==> config.mk <==
export PLATFORM = sky130hd
export DESIGN_NAME = scs_cmd_status
export DESIGN_NICKNAME = d
export VERILOG_FILES = /design/src/rtl/scs_pkg.sv /design/src/rtl/scs_pair_resolve.sv /design/src/rtl/scs_flag_bank.sv /design/src/rtl/scs_broke_reg.sv /design/src/rtl/scs_halt_fsm.sv /design/src/rtl/scs_cmd_status.sv
export SDC_FILE = /design/constraint.sdc
export NUM_CORES = 1
export LEC_CHECK = 0
export ABC_AREA = 1
export CAP_MARGIN = 20
export CORE_ASPECT_RATIO = 1.4
export CORE_UTILIZATION = 33
export CTS_CLUSTER_SIZE = 8
export DETAILED_ROUTE_END_ITERATION = 8
export PLACE_DENSITY = 0.72
export SKIP_CTS_REPAIR_TIMING = 1
export SLEW_MARGIN = 30
export SYNTH_ARGS = -nofsm -noshare
export SYNTH_HDL_FRONTEND = slang
export SYNTH_HIERARCHICAL = 1
export SYNTH_SLANG_ARGS = --single-unit
==> constraint.sdc <==
create_clock -name clk -period 0.9 [get_ports clk]
set_clock_uncertainty 0.1 [all_clocks]
set_input_delay 0.135 -clock clk [delete_from_list [all_inputs] [get_ports clk]]
set_output_delay 0.135 -clock clk [all_outputs]
set_load 0.01 [all_outputs]
==> src/rtl/scs_pkg.sv <==
package scs_pkg;

    typedef enum logic {
        HS_RUNNING = 1'b0,
        HS_HALTED  = 1'b1
    } halt_state_e;

    // command word positions (the pair order is decoded by the flag bank)
    localparam int CMD_CLR_HALT  = 0;
    localparam int CMD_SET_HALT  = 1;
    localparam int CMD_CLR_BROKE = 2;
    localparam int CMD_PAIR_BASE = 3;

    // pair indices inside the flag bank
    localparam int PAIR_IRQ   = 0;
    localparam int PAIR_SSTEP = 1;
    localparam int PAIR_IBRK  = 2;
    localparam int PAIR_SIG0  = 3;

    // status word positions
    localparam int ST_HALT     = 0;
    localparam int ST_BROKE    = 1;
    localparam int ST_DMA      = 2;
    localparam int ST_SSTEP    = 5;
    localparam int ST_IBRK     = 6;
    localparam int ST_SIG_BASE = 7;

endpackage

==> src/rtl/scs_pair_resolve.sv <==
module scs_pair_resolve #(
    parameter int N = 11
) (
    input  logic           we,
    input  logic [2*N-1:0] pair_cmd,
    input  logic [N-1:0]   cur,
    output logic [N-1:0]   nxt
);
    // pair i: clear request at 2*i, set request at 2*i+1
    for (genvar i = 0; i < N; i++) begin : g_pair
        logic clr_b;
        logic set_b;
        assign clr_b  = pair_cmd[2*i];
        assign set_b  = pair_cmd[2*i+1];
        // exactly one request of the pair acts; both or none keep the value
        assign nxt[i] = (we && (clr_b ^ set_b)) ? set_b : cur[i];
    end
endmodule

==> src/rtl/scs_flag_bank.sv <==
module scs_flag_bank #(
    parameter int N = 11
) (
    input  logic           clk,
    input  logic           rst_n,
    input  logic           we,
    input  logic [2*N-1:0] pair_cmd,
    output logic [N-1:0]   flags
);
    logic [N-1:0] flags_d;

    scs_pair_resolve #(.N(N)) u_resolve (
        .we       (we),
        .pair_cmd (pair_cmd),
        .cur      (flags),
        .nxt      (flags_d)
    );

    always_ff @(posedge clk or negedge rst_n) begin
        if (!rst_n) flags <= '0;
        else        flags <= flags_d;
    end
endmodule

==> src/rtl/scs_broke_reg.sv <==
module scs_broke_reg (
    input  logic clk,
    input  logic rst_n,
    input  logic we,
    input  logic clr_req,
    input  logic brk_evt,
    output logic broke
);
    // hardware break outranks a software clear in the same cycle
    always_ff @(posedge clk or negedge rst_n) begin
        if (!rst_n)              broke <= 1'b0;
        else if (brk_evt)        broke <= 1'b1;
        else if (we && clr_req)  broke <= 1'b0;
    end
endmodule

==> src/rtl/scs_halt_fsm.sv <==
module scs_halt_fsm
    import scs_pkg::*;
(
    input  logic clk,
    input  logic rst_n,
    input  logic we,
    input  logic clr_req,
    input  logic set_req,
    output logic halted,
    output logic halt_evt
);
    halt_state_e state_q;
    halt_state_e state_d;

    always_comb begin
        state_d = state_q;
        unique case (state_q)
            HS_RUNNING: if (we && set_req && !clr_req) state_d = HS_HALTED;
            HS_HALTED:  if (we && clr_req && !set_req) state_d = HS_RUNNING;
        endcase
    end

    // state register
    always_ff @(posedge clk or negedge rst_n) begin
        if (!rst_n) state_q <= HS_HALTED;
        else        state_q <= state_d;
    end

    // outputs: event is registered so it aligns with the halt status bit
    always_ff @(posedge clk or negedge rst_n) begin
        if (!rst_n) halt_evt <= 1'b0;
        else        halt_evt <= (state_q == HS_RUNNING) && (state_d == HS_HALTED);
    end

    assign halted = (state_q == HS_HALTED);
endmodule

==> src/rtl/scs_cmd_status.sv <==
module scs_cmd_status
    import scs_pkg::*;
#(
    parameter  int NUM_SIG  = 8,
    localparam int NUM_PAIR = NUM_SIG + 3,
    localparam int CMD_W    = CMD_PAIR_BASE + 2 * NUM_PAIR,
    localparam int STAT_W   = ST_SIG_BASE + NUM_SIG
) (
    input  logic              clk,
    input  logic              rst_n,
    input  logic              cmd_we,
    input  logic [CMD_W-1:0]  cmd_word,
    input  logic              brk_evt,
    input  logic              dma_busy,
    output logic [STAT_W-1:0] status_word,
    output logic              irq_req,
    output logic              halt_evt
);
    logic                halted;
    logic                broke;
    logic [NUM_PAIR-1:0] pair_flags;

    scs_halt_fsm u_halt (
        .clk      (clk),
        .rst_n    (rst_n),
        .we       (cmd_we),
        .clr_req  (cmd_word[CMD_CLR_HALT]),
        .set_req  (cmd_word[CMD_SET_HALT]),
        .halted   (halted),
        .halt_evt (halt_evt)
    );

    scs_broke_reg u_broke (
        .clk     (clk),
        .rst_n   (rst_n),
        .we      (cmd_we),
        .clr_req (cmd_word[CMD_CLR_BROKE]),
        .brk_evt (brk_evt),
        .broke   (broke)
    );

    scs_flag_bank #(.N(NUM_PAIR)) u_bank (
        .clk      (clk),
        .rst_n    (rst_n),
        .we       (cmd_we),
        .pair_cmd (cmd_word[CMD_PAIR_BASE +: 2*NUM_PAIR]),
        .flags    (pair_flags)
    );

    assign irq_req = pair_flags[PAIR_IRQ];

    always_comb begin
        status_word                          = '0;
        status_word[ST_HALT]                 = halted;
        status_word[ST_BROKE]                = broke;
        status_word[ST_DMA]                  = dma_busy;
        status_word[ST_SSTEP]                = pair_flags[PAIR_SSTEP];
        status_word[ST_IBRK]                 = pair_flags[PAIR_IBRK];
        status_word[ST_SIG_BASE +: NUM_SIG]  = pair_flags[PAIR_SIG0 +: NUM_SIG];
    end
endmodule

=== Word-level counts from Yosys, hierarchy flattened ===
Index checks and enable logic that the tools add are counted.

* Bits in registers: 14
* Bits of input ports: 30
* Output and inout port bits: 17
* Logic and storage cells: 51

* Multiplexer cells: 5
* Bitwise logic cells: 12
* Reduce and logical (&&, ||, !) cells: 20

{| class="wikitable"
|+ Operators by type and width
! kind !! number
|-
| 1-bit logical AND || 17
|-
| 1-bit XOR || 11
|-
| 1-bit 2-to-1 mux || 4
|-
| 1-bit logical NOT || 2
|-
| 1-bit one-hot mux with 2 select lines || 1
|-
| 2-bit nonzero test || 1
|-
| 1-bit inverter || 1
|}

=== Longest topological paths before layout ===
Gate-level depths: netlist (run 1).

* Depth after elaboration: 5
* Depth in mapped cells: 5
* Mapped depth without buffers: 4

=== Modules after synthesis ===
The synthesis (run 1) kept the hierarchy.

{| class="wikitable"
|+ Modules (own cells, without submodules)
! module !! instances !! cells each !! area an instance (µm²) !! seq. area each (µm²)
|-
| scs_pair_resolve || 1 || 91 || 352.8 || 0.0
|-
| scs_flag_bank || 1 || 11 || 275.3 || 275.3
|-
| scs_halt_fsm || 1 || 9 || 80.1 || 51.3
|-
| scs_cmd_status || 1 || 6 || 41.3 || 0.0
|-
| scs_broke_reg || 1 || 5 || 40.0 || 25.0
|}

=== Worst setup path after synthesis (run 1) ===
OpenSTA, ideal clock, no wires.

* Path type: reg2reg
* Start point: reg u_halt.state_q (netlist: u_halt/halted)
* End point: reg u_halt.halt_evt
* Data arrival time: 0.651 ns
* Data required time: 0.684 ns
* Slack: 0.033 ns
* Cell stages (with the launch flop): 4
* Period minus slack after synthesis: 0.867 ns
* Path through: dfstp_2 -> nor2_1 -> nand3_1 -> inv_1

* Cells in the longest elaborated chain, start to end: 3

{| class="wikitable"
|+ Ends and longest elaborated chain
! element !! line !! text
|-
| from (decl) || scs_halt_fsm.sv:12 || <nowiki>halt_state_e state_q;</nowiki>
|-
| from (signal assigned) || scs_halt_fsm.sv:26 || <nowiki>else state_q <= state_d;</nowiki>
|-
| 1-bit inverter || -- ||
|-
| 1-bit one-hot mux with 2 select lines || scs_halt_fsm.sv:17 || <nowiki>unique case (state_q)</nowiki>
|-
| 1-bit logical AND * || scs_halt_fsm.sv:32 || <nowiki>else halt_evt <= (state_q == HS_RUNNING) && (state_d == HS_HALTED);</nowiki>
|-
| to (signal assigned) || scs_halt_fsm.sv:32 ||
|-
| to (decl) || scs_halt_fsm.sv:10 || <nowiki>output logic halt_evt</nowiki>
|}

Mark *: on every way between the ends. The rest lies on a longest branch, timed or not.
A chain may end at the register's enable or synchronous reset.

=== Final worst setup path (run 1) ===
* Start point: reg u_halt.state_q (netlist: u_halt/halted)
* End point: out status_word[0]

{| class="wikitable"
|+ RTL lines
! element !! line !! text
|-
| to (decl) || scs_cmd_status.sv:15 || <nowiki>output logic [STAT_W-1:0] status_word,</nowiki>
|}

No word-level cell between the ends.

==> results of run 1 <==
-- kinds of logic (layout without fill, tap and decap cells) --
family / count (synthesis) / in the layout
flip-flops: 14 / 14
AND/OR/NAND/NOR: 74 / 74
other: 1 / 2
buffers and inverters: 33 / 84
-- layer usage --
layer / global-route usage / vias up / part of all wire
met5: 0 / - / 0
met4: 0.0804 / 0 / 0.0097
met3: 0.0302 / 2 / 0.057
met2: 0.255 / 26 / 0.52
met1: 0.166 / 365 / 0.41
li1: - / 440 / -
-- sequential cells by signal, indices dropped and copies added (netlist names) --
register         flops
u_bank/flags        11
u_broke/broke        1
u_halt/halt_evt      1
u_halt/halted        1
-- per-stage QoR --
step                      setup slack, ns  power, mW   util  TNS [ns]  instances
after floorplan                    0.0330       1.06      -         0        123
after global placement             -0.383       1.47  0.578     -6.87        192
after detailed placement           -0.384       1.49  0.578     -7.05        192
after CTS                          -0.697       1.94  0.594     -7.58        196
after global routing               -0.307       2.04  0.587     -3.16        196
final                              -0.260       1.90  0.587     -2.02        196
-- cell usage after synthesis --
library cell  number  area share
inv_1             25        0.12
buf_6              1       0.014
nand3_1            2       0.013
buf_4              6       0.057
nand2_1           60        0.29
dfrtp_1           13        0.41
inv_2              1      0.0047
nor2_1            12       0.057
conb_1             1      0.0047
dfstp_2            1       0.033
-- worst max-delay path by stage --
| stage | start | end | slack (ns) | cells after the start |
|---|---|---|---|---|
| 6_report | u_halt/halted | status_word[0] | -0.26 | 1 |
| 4_1_cts | u_halt/halted | status_word[0] | -0.70 | 1 |
| 5_1_grt | u_halt/halted | status_word[0] | -0.31 | 1 |
| 3_3_place_gp | u_halt/halted | status_word[0] | -0.38 | 1 |
| 2_1_floorplan | u_halt/halted | u_halt/halt_evt | 0.03 | 3 |
| 3_5_place_dp | u_halt/halted | status_word[0] | -0.38 | 1 |
-- report_power, final --
part           total, mW  leakage, nW  switching, mW  internal [mW]
clock network      0.433       0.0210          0.187          0.246
registers          0.798        0.165         0.0695          0.729
logic              0.671        0.577          0.284          0.387
total               1.90        0.763          0.540           1.36
-- area by class of cell --
type / count / area, um2 / share of cell area
Multi-Input combinational cell: 76 / 293 / 0.224
Sequential cell: 14 / 352 / 0.269
Timing Repair Buffer: 54 / 499 / 0.382
Clock buffer: 4 / 36.3 / 0.0278
Tap cell: 22 / 27.5 / 0.0211
Inverter: 26 / 100 / 0.0766
==> reports/metrics.yaml, run 1 <==
setup_path:
  worst-path-buf-inv: 1
  cp_cell_sequence: "buf_6"
  cp.required_ns: 0.66
  worstSetupPathType: "reg2out"
  crit_slowest_cell: "dfstp_2"
  worstSetupEndpointType: "output pin"
  start_kind: "flop"
  critical_path_arrival_ns: 0.92
  worstReg2RegEnd: "u_halt/halt_evt"
  r2r-start: "u_halt/halted"
  max_stage_delay_ns: 0.56
  worstPathMaxFanout: 3
  critical-path-top-delay-family: "flip-flops"
  reg2reg_slack_ns: -0.03
  worstRegToRegCells: 3
clock_network:
  htreeDepth: 1
  root_buffer: "clkbuf_4"
  clk_pin_slew_worst_paths_ns: 0.08
  cts_buffers: 3
  clock_latency_ns: 0.27
  cts_tree: "built"
  cts_sinks: 14
  clk_path_buf_depth: 2
cells_and_area:
  final_cell_mix: "nand2_1, clkdlybuf4s50_1, inv_1"
  drive_above_1_share: 0.247
  postLayoutCellArea_um2: 1310
  diodes: 0
  fin_nets: 205
  mostFrequentLayoutCell: "nand2_1"
  syn2layout_area_growth_pct: 65.6
  fill_cells: 207
die:
  rows: 20
  fp.dieW_um: 43.3
  die_height_um: 59.9
  die_area_um2: 2590
  start_util: 0.354
  coreArea_um2: 2230
  pin_count: 47
timing:
  rsz0062_at_grt: "true"
  setup_viol: 18
  hold_ws_ns: 0.0843
  fin_crit_ns: 1.16
  min_period_over_period: 1.29
  hold_viol_final: 0
  fin_ws_ns: -0.260
  slew_violations: 0
  fmax_mhz: 862
global_routing:
  antenna_found_initial: 0
  grt_remaining_overflow: 0
  grt_pass1_vias: 733
  grt_first_pass_wirelength_mm: 2.86
  grt_usage: 0.147
  grt_max_degree: 15
logic_synthesis:
  synthSimpleGateAreaFrac: 0.355
  syn_inst: 122
  synth_warnings: 6
  netlist_area_um2: 790
  synth_area_per_cell_um2: 6.47
  seq_area_frac_synth: 0.445
  synthMuxAreaShare: 0
  synth_fa_ha_area_frac: 0
  synth_top_family_by_area: "simple AND/OR/NAND/NOR gates"
  yosys_register_bits: 14
  synth_cell_types: 10
  synthXorXnorAreaFrac: 0
  synth_compound_area_frac: 0
route:
  avgViaCountPerCell: 4.25
  drcViolationCount: 8
  wirelength_mm: 1.75
  first_iter_violations: 27
  vias: 833
  antenna_left: 0
  wl_per_cell_um: 8.91
  dr.pass1.iters: 6
placement:
  port_buffers: 42
  place_congestion: 0.653
  hpwl_mm: 1.39
  placed_area_um2: 1290
min_path:
  worstHoldPathType: "in2async"
power_and_ir_drop:
  leakage_nw: 0.763
  ir_drop_mv: 1.03
  powerDensity_nw_per_um2: 1450
run:
  maxCapViolations: 0
outcome:
  status: "complete, but fails checks"
  violations: "design-rule violations, negative setup slack"
Power figures use the tool's default switching activity.
==> inputs of run 2 (changes only) <==
--- a/config.mk
+++ b/config.mk
@@ -11,7 +11,7 @@
 export CORE_UTILIZATION = 33
 export CTS_CLUSTER_SIZE = 8
 export DETAILED_ROUTE_END_ITERATION = 8
-export PLACE_DENSITY = 0.72
+export PLACE_DENSITY = 0.75
 export SKIP_CTS_REPAIR_TIMING = 1
 export SLEW_MARGIN = 30
 export SYNTH_ARGS = -nofsm -noshare
==> run 2 against run 1 <==
  * The flow still finishes with violations (design-rule violations, negative setup slack)
  * Clock power decreased by 16%
  * Cell count rose by 0.51%
  * Design area is 0.29% lower
  * Critical path type unchanged
  * Critical endpoint unchanged
  * Largest power group unchanged
==> reports/metrics.yaml, run 2 (synthesized netlist as in run 1, its figures left out) <==
clock_network:
  cts_sinks: 14  # unchanged
  htreeDepth: 1  # unchanged
  clock_latency_ns: 0.26  # was 0.27 ns
  clk_pin_slew_worst_paths_ns: 0.09  # was 0.08 ns
  cts_buffers: 3  # unchanged
  cts_tree: "built"  # unchanged
  root_buffer: "clkbuf_4"  # unchanged
  clk_path_buf_depth: 2  # unchanged
cells_and_area:
  syn2layout_area_growth_pct: 65.1  # was 65.6%
  multiInputGateArea_um2: 295  # was 293 um2
  final_cell_mix: "nand2_1, clkdlybuf4s50_1, inv_1"  # unchanged
  top_register: "u_bank/flags"  # unchanged
  ff_latch_area_um2: 352  # unchanged
  fill_cells: 227  # was 207
  postLayoutCellArea_um2: 1300  # was 1310 um2
  mostFrequentLayoutCell: "nand2_1"  # unchanged
  fin_nets: 206  # was 205
  diodes: 0  # unchanged
  drive_above_1_share: 0.240  # was 0.247
  largest_reg_flops: 11  # unchanged
power_and_ir_drop:
  leakage_nw: 0.763  # about the same
  ir_drop_mv: 1.15  # was 1.03 mV
  powerDensity_nw_per_um2: 1420  # was 1450 nW/um2
setup_path:
  crit_slowest_cell: "dfstp_2"  # unchanged
  critical_path_arrival_ns: 0.91  # was 0.92 ns
  cp_cell_sequence: "buf_6"  # unchanged
  worstPathMaxFanout: 2  # was 3
  critical-path-top-delay-family: "flip-flops"  # unchanged
  max_stage_delay_ns: 0.55  # was 0.56 ns
  r2r-start: "u_halt/halted"  # unchanged
  worstSetupEndpointType: "output pin"  # unchanged
  worstSetupPathType: "reg2out"  # unchanged
  start_kind: "flop"  # unchanged
  worst-path-buf-inv: 1  # unchanged
  cp.required_ns: 0.66  # about the same
  crit_path_start: "u_halt/halted"  # unchanged
die:
  die_height_um: 59.9  # unchanged
  fp.dieW_um: 43.3  # unchanged
  die_area_um2: 2590  # unchanged
  start_util: 0.354  # unchanged
  rows: 20  # unchanged
  pin_count: 47  # unchanged
  coreArea_um2: 2230  # unchanged
placement:
  placed_area_um2: 1280  # was 1290 um2
  port_buffers: 42  # unchanged
  place_congestion: 0.659  # was 0.653
  hpwl_mm: 1.56  # was 1.39 mm
global_routing:
  grt_max_degree: 12  # was 15
  grt_usage: 0.166  # was 0.147
  grt_first_pass_wirelength_mm: 3.29  # was 2.86 mm
  grt_pass1_vias: 855  # was 733
  antenna_found_initial: 0  # unchanged
  grt_remaining_overflow: 0  # unchanged
timing:
  fmax_mhz: 876  # was 862 MHz
  hold_ws_ns: 0.0952  # was 0.0843 ns
  hold_viol_final: 0  # unchanged
  fin_ws_ns: -0.241  # was -0.260 ns
  setup_viol: 19  # was 18
  fin_crit_ns: 1.14  # was 1.16 ns
  rsz0062_at_grt: "true"  # unchanged
  slew_violations: 0  # unchanged
  finalSetupTns_ns: -2.31  # was -2.02 ns
  min_period_over_period: 1.27  # was 1.29
route:
  wirelength_mm: 2.00  # was 1.75 mm
  avgViaCountPerCell: 4.40  # was 4.25
  dr.pass1.iters: 6  # unchanged
  first_iter_violations: 21  # was 27
  drcViolationCount: 4  # was 8
  vias: 866  # was 833
  wl_per_cell_um: 10.1  # was 8.91 um
  antenna_left: 0  # unchanged
outcome:
  status: "complete, but fails checks"  # unchanged
  violations: "design-rule violations, negative setup slack"  # unchanged
run:
  maxCapViolations: 0  # unchanged
min_path:
  worstHoldPathType: "in2async"  # unchanged
run 2: through the flow:
stage           util  setup WS [ns]  power, mW  std cells
2_1_floorplan      -         0.0330       1.06        123
3_3_place_gp   0.575         -0.372       1.46        191
3_5_place_dp   0.575         -0.375       1.49        191
4_1_cts        0.587         -0.680       1.86        195
5_1_grt        0.585         -0.262       1.98        197
6_report       0.585         -0.241       1.85        197
run 2: worst register-to-register path, cell delays in order (launching register included):
cell	delay, ns
dfstp_2	0.55
buf_4	0.11
buf_6	0.08
nor2_1	0.03
nand3_1	0.07
inv_1	0.04
run 2: layer usage:
layer | wire length [um] | global-route usage | vias to the layer above
met1 | 778 | 0.181 | 391
met4 | 10 | 0.0536 | 0
met2 | 1080 | 0.318 | 31
met5 | 0 | 0 | -
met3 | 129 | 0.0272 | 2
li1 | - | - | 442
run 2: area by class of cell:
type | instances | share of cell area
well taps | 22 | 0.0211
flip-flops and latches | 14 | 0.270
repair buffers | 55 | 0.386
multi-input cells | 76 | 0.226
inverters | 26 | 0.0768
clock buffers | 4 | 0.0202
run 2: power by group:
group	switching [mW]	leakage [nW]	internal [mW]	total [mW]
registers	0.0681	0.165	0.728	0.796
logic	0.299	0.583	0.397	0.696
clock network	0.191	0.0150	0.171	0.362
run 2: worst paths after layout:
check	slack [ns]	to	depth (start not counted)
worst max-delay path	-0.24	status_word[0]	1
worst min-delay path	0.1	u_bank/flags[1]	2
worst max register to register	-0.17	u_halt/halt_evt	5
worst min register to register	0.39	u_broke/broke	2
max in group asynchronous	0.41	u_halt/halted	2
min in group clk	0.17	status_word[2]	0
